### config.mk
export PLATFORM = sky130hd
export DESIGN_NAME = gpio_port
export DESIGN_NICKNAME = d
export VERILOG_FILES = /design/src/rtl/gpio_pkg.sv /design/src/rtl/gpio_sync.sv /design/src/rtl/gpio_regs.sv /design/src/rtl/gpio_rdmux.sv /design/src/rtl/gpio_port.sv
export SDC_FILE = /design/constraint.sdc
export NUM_CORES = 1
export LEC_CHECK = 0
export BUFFER_PORTS_ARGS = -buffer_cell sky130_fd_sc_hd__buf_2
export CAP_MARGIN = 30
export CORE_MARGIN = 4
export CORE_UTILIZATION = 30
export DETAILED_ROUTE_END_ITERATION = 10
export HOLD_SLACK_MARGIN = 0.08
export PLACE_DENSITY = 0.59
export SYNTH_ARGS = -nofsm -noshare
export SYNTH_HDL_FRONTEND = slang
export SYNTH_SLANG_ARGS = --single-unit
### constraint.sdc
create_clock -name clk_i -period 1 [get_ports clk_i]
set_clock_uncertainty 0.05 [all_clocks]
set_input_delay 0.1 -clock clk_i [delete_from_list [all_inputs] [get_ports clk_i]]
set_output_delay 0.1 -clock clk_i [all_outputs]
set_load 0.005 [all_outputs]
### src/rtl/gpio_pkg.sv
package gpio_pkg;
  localparam int BUS_W = 8;
  localparam int IDX_W = 3;

  typedef enum logic [1:0] {
    SEL_DATA = 2'd0,
    SEL_DIR  = 2'd1,
    SEL_BSET = 2'd2,
    SEL_BCLR = 2'd3
  } reg_sel_e;
endpackage

### src/rtl/gpio_sync.sv
module gpio_sync #(
  parameter int WIDTH  = 8,
  parameter int STAGES = 2
) (
  input  logic             clk_i,
  input  logic             rst_ni,
  input  logic [WIDTH-1:0] d_i,
  output logic [WIDTH-1:0] q_o
);
  logic [WIDTH-1:0] stg_q [STAGES];

  for (genvar s = 0; s < STAGES; s++) begin : g_stage
    always_ff @(posedge clk_i or negedge rst_ni) begin
      if (!rst_ni) stg_q[s] <= '0;
      else if (s == 0) stg_q[s] <= d_i;
      else stg_q[s] <= stg_q[(s == 0) ? 0 : s-1];
    end
  end

  assign q_o = stg_q[STAGES-1];
endmodule

### src/rtl/gpio_regs.sv
module gpio_regs
  import gpio_pkg::*;
#(
  parameter int NUM_PINS = 8
) (
  input  logic                clk_i,
  input  logic                rst_ni,
  input  logic                wr_i,
  input  reg_sel_e            sel_i,
  input  logic [BUS_W-1:0]    wdata_i,
  output logic [NUM_PINS-1:0] dir_o,
  output logic [NUM_PINS-1:0] latch_o
);
  localparam logic [IDX_W:0] PINS_L = (IDX_W+1)'(NUM_PINS);

  logic [NUM_PINS-1:0] dir_q, latch_q, latch_d, bit_mask;
  logic [IDX_W-1:0]    idx;
  logic                idx_ok;

  assign idx      = wdata_i[IDX_W-1:0];
  assign idx_ok   = {1'b0, idx} < PINS_L;
  assign bit_mask = {{(NUM_PINS-1){1'b0}}, 1'b1} << idx;

  always_comb begin
    latch_d = latch_q;
    if (wr_i) begin
      unique case (sel_i)
        SEL_DATA: latch_d = wdata_i[NUM_PINS-1:0];
        SEL_BSET: if (idx_ok) latch_d = latch_q | bit_mask;
        SEL_BCLR: if (idx_ok) latch_d = latch_q & ~bit_mask;
        default:  latch_d = latch_q;
      endcase
    end
  end

  always_ff @(posedge clk_i or negedge rst_ni) begin
    if (!rst_ni) begin
      dir_q   <= '1;
      latch_q <= '0;
    end else begin
      latch_q <= latch_d;
      if (wr_i && sel_i == SEL_DIR) dir_q <= wdata_i[NUM_PINS-1:0];
    end
  end

  assign dir_o   = dir_q;
  assign latch_o = latch_q;

  a_r7_set_one_bit: assert property (@(posedge clk_i) disable iff (!rst_ni)
    (wr_i && sel_i == SEL_BSET && idx_ok) |=>
      (latch_q[$past(idx)] && ((latch_q ^ $past(latch_q)) & ~$past(bit_mask)) == '0));
  a_r8_clear_one_bit: assert property (@(posedge clk_i) disable iff (!rst_ni)
    (wr_i && sel_i == SEL_BCLR && idx_ok) |=>
      (!latch_q[$past(idx)] && ((latch_q ^ $past(latch_q)) & ~$past(bit_mask)) == '0));
  a_r9_bad_index_ignored: assert property (@(posedge clk_i) disable iff (!rst_ni)
    (wr_i && (sel_i == SEL_BSET || sel_i == SEL_BCLR) && !idx_ok) |=> $stable(latch_q));
endmodule

### src/rtl/gpio_rdmux.sv
module gpio_rdmux
  import gpio_pkg::*;
#(
  parameter int NUM_PINS = 8
) (
  input  logic                clk_i,
  input  logic                rst_ni,
  input  logic                rd_i,
  input  reg_sel_e            sel_i,
  input  logic [NUM_PINS-1:0] pins_i,
  input  logic [NUM_PINS-1:0] dir_i,
  output logic [BUS_W-1:0]    rdata_o
);
  logic [BUS_W-1:0] rdata_q, rdata_d;

  always_comb begin
    unique case (sel_i)
      SEL_DATA: rdata_d = BUS_W'(pins_i);
      SEL_DIR:  rdata_d = BUS_W'(dir_i);
      default:  rdata_d = '0;
    endcase
  end

  always_ff @(posedge clk_i or negedge rst_ni) begin
    if (!rst_ni)   rdata_q <= '0;
    else if (rd_i) rdata_q <= rdata_d;
  end

  assign rdata_o = rdata_q;

  a_r10_hold_without_read: assert property (@(posedge clk_i) disable iff (!rst_ni)
    !rd_i |=> $stable(rdata_q));
  a_r5_read_returns_pins: assert property (@(posedge clk_i) disable iff (!rst_ni)
    (rd_i && sel_i == SEL_DATA) |=> rdata_q == BUS_W'($past(pins_i)));
endmodule

### src/rtl/gpio_port.sv
module gpio_port
  import gpio_pkg::*;
#(
  parameter int NUM_PINS = 8
) (
  input  logic                clk_i,
  input  logic                rst_ni,
  input  logic                bus_valid_i,
  input  logic                bus_write_i,
  input  logic [1:0]          bus_addr_i,
  input  logic [7:0]          bus_wdata_i,
  output logic [7:0]          bus_rdata_o,
  input  logic [NUM_PINS-1:0] pad_in_i,
  output logic [NUM_PINS-1:0] pad_out_o,
  output logic [NUM_PINS-1:0] pad_oe_o
);
  initial begin
    if (NUM_PINS < 3 || NUM_PINS > BUS_W) $error("NUM_PINS out of range");
  end

  reg_sel_e            sel;
  logic                wr, rd;
  logic [NUM_PINS-1:0] dir, latch, pins_sync;

  assign sel = reg_sel_e'(bus_addr_i);
  assign wr  = bus_valid_i && bus_write_i;
  assign rd  = bus_valid_i && !bus_write_i;

  gpio_regs #(.NUM_PINS(NUM_PINS)) u_regs (
    .clk_i, .rst_ni, .wr_i(wr), .sel_i(sel), .wdata_i(bus_wdata_i),
    .dir_o(dir), .latch_o(latch)
  );

  gpio_sync #(.WIDTH(NUM_PINS), .STAGES(2)) u_sync (
    .clk_i, .rst_ni, .d_i(pad_in_i), .q_o(pins_sync)
  );

  gpio_rdmux #(.NUM_PINS(NUM_PINS)) u_rdmux (
    .clk_i, .rst_ni, .rd_i(rd), .sel_i(sel), .pins_i(pins_sync),
    .dir_i(dir), .rdata_o(bus_rdata_o)
  );

  assign pad_oe_o  = ~dir;
  assign pad_out_o = latch & ~dir;

  a_r2_oe_follows_dir_write: assert property (@(posedge clk_i) disable iff (!rst_ni)
    (wr && sel == SEL_DIR) |=> pad_oe_o == ~$past(bus_wdata_i[NUM_PINS-1:0]));
  a_r3_no_drive_on_input: assert property (@(posedge clk_i) disable iff (!rst_ni)
    (pad_out_o & ~pad_oe_o) == '0);
  a_r4_data_write_to_latch: assert property (@(posedge clk_i) disable iff (!rst_ni)
    (wr && sel == SEL_DATA) |=> (pad_out_o == ($past(bus_wdata_i[NUM_PINS-1:0]) & pad_oe_o)));
endmodule

After elaboration in Yosys (flattened, before gate mapping)
Index checks and enable logic that the tools add are counted.

Output and inout bits: 24. Register bits after elaboration: 40. Bits of input ports: 22. Word-level logic and storage cells: 23.

Mux-type cells: 2. Reductions and logical operators: 7. Equal/unequal tests: 3. Bitwise logic cells: 5. Shift operators: 1.

Operators by type and width (count): case mux 8 bit (3 select lines) (1); bitwise AND 8 bit (2); NOT 8 bit (2); case mux 8 bit (2 select lines) (1); bitwise OR 8 bit (1); left shift 1 x 3 -> 8 bit (first input constant) (1); == test 2 bit (second input constant) (2); logical AND 1 bit (3); nonzero test 3 bit (1); == test 2 x 1 -> 1 bit (second input constant) (1); zero test 2 bit (1); AND reduction 2 bit (1); zero test 1 bit (1).

Depth between registers and ports, before layout
Depth after elaboration: 4. Gate-level depth with buffers: 5. Depth with buffers taken out: 3.

Hierarchy
A second synthesis with hierarchy kept.

Cells, all modules: 155. Area, all modules: 1780.5 um^2.

Modules (own cells, without submodules): gpio_regs (sequential area each 410.4 um^2, area an instance 824.5 um^2, instances 1, cells an instance 77); gpio_sync (sequential area each 400.4 um^2, area an instance 460.4 um^2, instances 1, cells an instance 24); gpio_rdmux (sequential area each 200.2 um^2, area an instance 399.1 um^2, instances 1, cells an instance 36); gpio_port (sequential area each 0.0 um^2, area an instance 96.3 um^2, instances 1, cells an instance 18).

Worst setup path before layout
No wires, ideal clock.

Path type: input to register. Start point: in bus_write_i. End point: reg u_rdmux.rdata_q[0] (netlist: u_rdmux.rdata_o[0]). Setup time: 0.083 ns. Stages: 5. Path slack: 0.026 ns. Buffers on the path: 2. Data arrival time: 0.841 ns. Data required time: 0.867 ns. Cell sequence: nand2b_1 buf_2 or2_1 clkbuf_1 o21ai_0.

Cells in the longest elaborated chain, start to end: 2.

Ends and longest elaborated chain: start, declared (RTL line gpio_port.sv:9) `input logic bus_write_i,`; zero test 1 bit (RTL line gpio_port.sv:27) `assign rd = bus_valid_i && !bus_write_i;`; logical AND 1 bit (RTL line gpio_port.sv:27); end signal, assigned (RTL line gpio_rdmux.sv:26) `else if (rd_i) rdata_q <= rdata_d;`; end, declared (RTL line gpio_rdmux.sv:14) `logic [BUS_W-1:0] rdata_q, rdata_d;`.

Every way passes these cells. A chain may end at the register's enable or synchronous reset.

Worst setup path after layout
Start point: reg u_regs.dir_q[1] (netlist: u_regs.dir_o[1]). End point: out pad_out_o[1].

Cells in the longest elaborated chain, start to end: 2.

Ends and longest elaborated chain: start, declared (RTL line gpio_regs.sv:16) `logic [NUM_PINS-1:0] dir_q, latch_q, latch_d, bit_mask;`; start signal, assigned (RTL line gpio_regs.sv:42) `if (wr_i && sel_i == SEL_DIR) dir_q <= wdata_i[NUM_PINS-1:0];`; NOT 8 bit (RTL line gpio_port.sv:44) `assign pad_out_o = latch & ~dir;`; bitwise AND 8 bit (RTL line gpio_port.sv:44); end, declared (RTL line gpio_port.sv:14) `output logic [NUM_PINS-1:0] pad_out_o,`.

Every way passes these cells.

==> impl_metrics.ini <==
[cells_and_area]
stdcell_count = 301
fin_nets = 250
antenna_cells = 0
syn_to_final_growth_pct = 46.1
multi_input_area_sq_um = 637
num-fill-cells = 543
drive_gt1_share_pct = 47.2
layout.area.seq_sq_um = 1010

[global_route]
track_usage_pct = 12.1
grt_max_degree = 22
antenna_found_initial = 0
grt_pass1_vias = 1444
grt_overflow = 0
grt_pass1_wl_um = 7080

[critical_path]
reg2reg_to = u_regs.dir_o[3]
critPathLaunchType = flip-flop
regToRegStartpoint = u_regs.dir_o[3]
critPathTopFamily = flip-flops
worstPathArrival_ps = 1040
crit_chain = nor2b_1 > buf_2
path_class = reg2out
required_ps = 850
max_stage_delay_ps = 580
rrSetupSlack_ps = 0
endpoint_kind = primary output
reg2reg_depth = 3
critPathBufInv = 1
worstPathMaxFanout = 4
cp_slowest_cell = dfstp_2

[logic_synthesis]
ys_top_cells_by_count = dfrtp_1 (32), mux2i_1 (12)
ys_seq_area_share_pct = 58.8
yosys.area.top_type = dfrtp_1
yosys_warnings = 0
ys_seq_elements = 40
synth_flop_cell = dfrtp_1
syn_nets = 164
yosys-top-cells-area = dfrtp_1 (47%), dfstp_2 (12%), mux2i_1 (7.0%)
syn_inst = 142
synth_cell_type_count = 28
yosys.area.top_type_share_pct = 46.5
avgSynthCellArea_sq_um = 12.1
synth.cell_area_sq_um = 1720
ys_async_sr_fraction_pct = 100
synth_edf_count = 0
synthMostInstantiatedCell = dfrtp_1

[sta]
max_freq_mhz = 841
finalCritPeriodShare_pct = 119
max-slew-margin-rel_pct = 81.4
rsz0062_at_grt = true
setup_tns_ps = -2560
period_minus_slack_ps = 1190
setup_viol = 16
finalWorstSetupSlack_ps = -189
tightest_slew_ps = 279
slew_viol_final = 0
hold_viol = 0

[clock_network]
path_clk_slew_ps = 70
cts.sinks = 40
clock_path_buffers = 2
clk_latency_ps = 280
cts_made_buffers = 5
clockRootBuffer = clkbuf_8
cts_tree = built
h-tree-depth = 2

[pwr]
leakagePower_nw = 1.24
vdd_ir_drop_max_uv = 955
powerDensity_nw_per_um2 = 1630

[placement]
io_buffers = 45
place.gp.congestion = 0.797
dp.cells = 274
hpwl_um = 2960

[floorplan]
die_w_um = 83.7
fp.dieH_um = 83.7
core_sq_um = 5540
rows = 27
die_area_sq_um = 7010
start_util_pct = 31.1
ios = 46

[status]
failed_checks = setup timing
outcome = complete, but fails checks

[route]
num_vias = 1338
drt_iter0_drc = 36
drt_first_pass_iters = 4
wl_per_cell_um = 13.1
antenna_left = 0
drc_errors = 0
routed_wl_um = 3940
viasPerCell = 4.45

[hold_path]
min_path_cells = 3
hp-class = in2reg
hold_start = bus_addr_i[0]
worstHoldEndpoint = u_regs.latch_o[0]

[run]
cap_violations = 0
==> worst max path at each step <==
| stage | start | end | slack, ps | depth (start not counted) |
|---|---|---|---|---|
| 2_1_floorplan | bus_write_i | u_rdmux.rdata_o[0] | 30 | 5 |
| 3_3_place_gp | bus_addr_i[0] | u_regs.latch_o[7] | -140 | 6 |
| 3_5_place_dp | bus_write_i | u_rdmux.rdata_o[0] | -160 | 5 |
| 4_1_cts | u_regs.dir_o[2] | pad_out_o[2] | -200 | 2 |
| 5_1_grt | u_regs.dir_o[7] | pad_out_o[7] | -260 | 2 |
| 6_report | u_regs.dir_o[1] | pad_out_o[1] | -190 | 2 |
==> through the flow <==
stage,setup WS (ps),area [sq um],total power (W),hold WS (ps),util [%]
final,-189,2510,0.00411,123,45.4
after global routing,-256,2510,0.00435,141,45.4
after CTS,-203,2490,0.00412,108,44.9
after detailed placement,-157,2210,0.00275,-59.1,39.9
after global placement,-138,2210,0.00273,-61.9,39.9
after floorplan,26.1,1720,0.00234,-246,-
==> per-layer routing <==
| metal | track usage (%) | part of all wire [%] |
|---|---|---|
| met3 | 3.06 | 4.9 |
| met5 | 0 | 0 |
| met1 | 16.1 | 45 |
| met2 | 20.2 | 50 |
| met4 | 2.19 | 0.10 |
==> cells by family after synthesis <==
family,synth area share (%)
simple gates,14.9
mux,14.0
buf+inv,4.65
flops,58.8
compound gates,7.71
==> flip-flops by register name, summed over array words and instances, names as in the netlist <==
| name | flops |
|---|---|
| u_regs.latch_o | 8 |
| u_sync.stg_q | 8 |
| u_regs.dir_o | 8 |
| u_sync.q_o | 8 |
| u_rdmux.rdata_o | 8 |
==> repair_timing <==
action	4_1_cts	5_1_grt
resized for setup	1	13
endpoints found under the setup margin	16	23
buffers inserted	4	1
hold buffers	14	0
endpoints found under the hold margin	49	0
pin swaps	0	0
==> power breakdown <==
group	leakage [nW]	internal (W)	switching, W
logic	0.701	0.000518	0.000323
clock network	0.0552	0.000740	0.000523
registers	0.482	0.00185	0.000150
==> cell type report <==
type | count | area share, %
Sequential cell | 40 | 40.2
Clock buffer | 6 | 2.89
Multi-Input combinational cell | 84 | 25.3
Clock inverter | 2 | 1.39
Timing Repair Buffer | 89 | 25.4
Tap cell | 72 | 3.58
Inverter | 8 | 1.19
==> layout by cell type (no fill, tap or decap), types with 2 or more instances in the layout <==
| cell | instances |
|---|---|
| buf_2 | 44 |
| dfrtp_1 | 32 |
| buf_4 | 26 |
| dlygate4sd3_1 | 14 |
| mux2i_1 | 12 |
| nand2_1 | 8 |
| mux2_4 | 8 |
| dfstp_2 | 8 |
| nor2b_1 | 7 |
| o22ai_1 | 7 |
| nand3b_1 | 6 |
| inv_2 | 5 |
| o21ai_1 | 5 |
| clkbuf_8 | 5 |
| nor2_1 | 4 |
| a21oi_1 | 4 |
| nor3b_1 | 4 |
| inv_1 | 3 |
| o21ai_0 | 3 |
| buf_12 | 3 |
| or2_1 | 2 |
| o31ai_1 | 2 |
| buf_6 | 2 |
==> tightest hold or removal path: stages <==
cell	delay (ps)
buf_2	100
buf_4	150
a211oi_1	70
No activity file was read; power rests on OpenSTA's default activity.
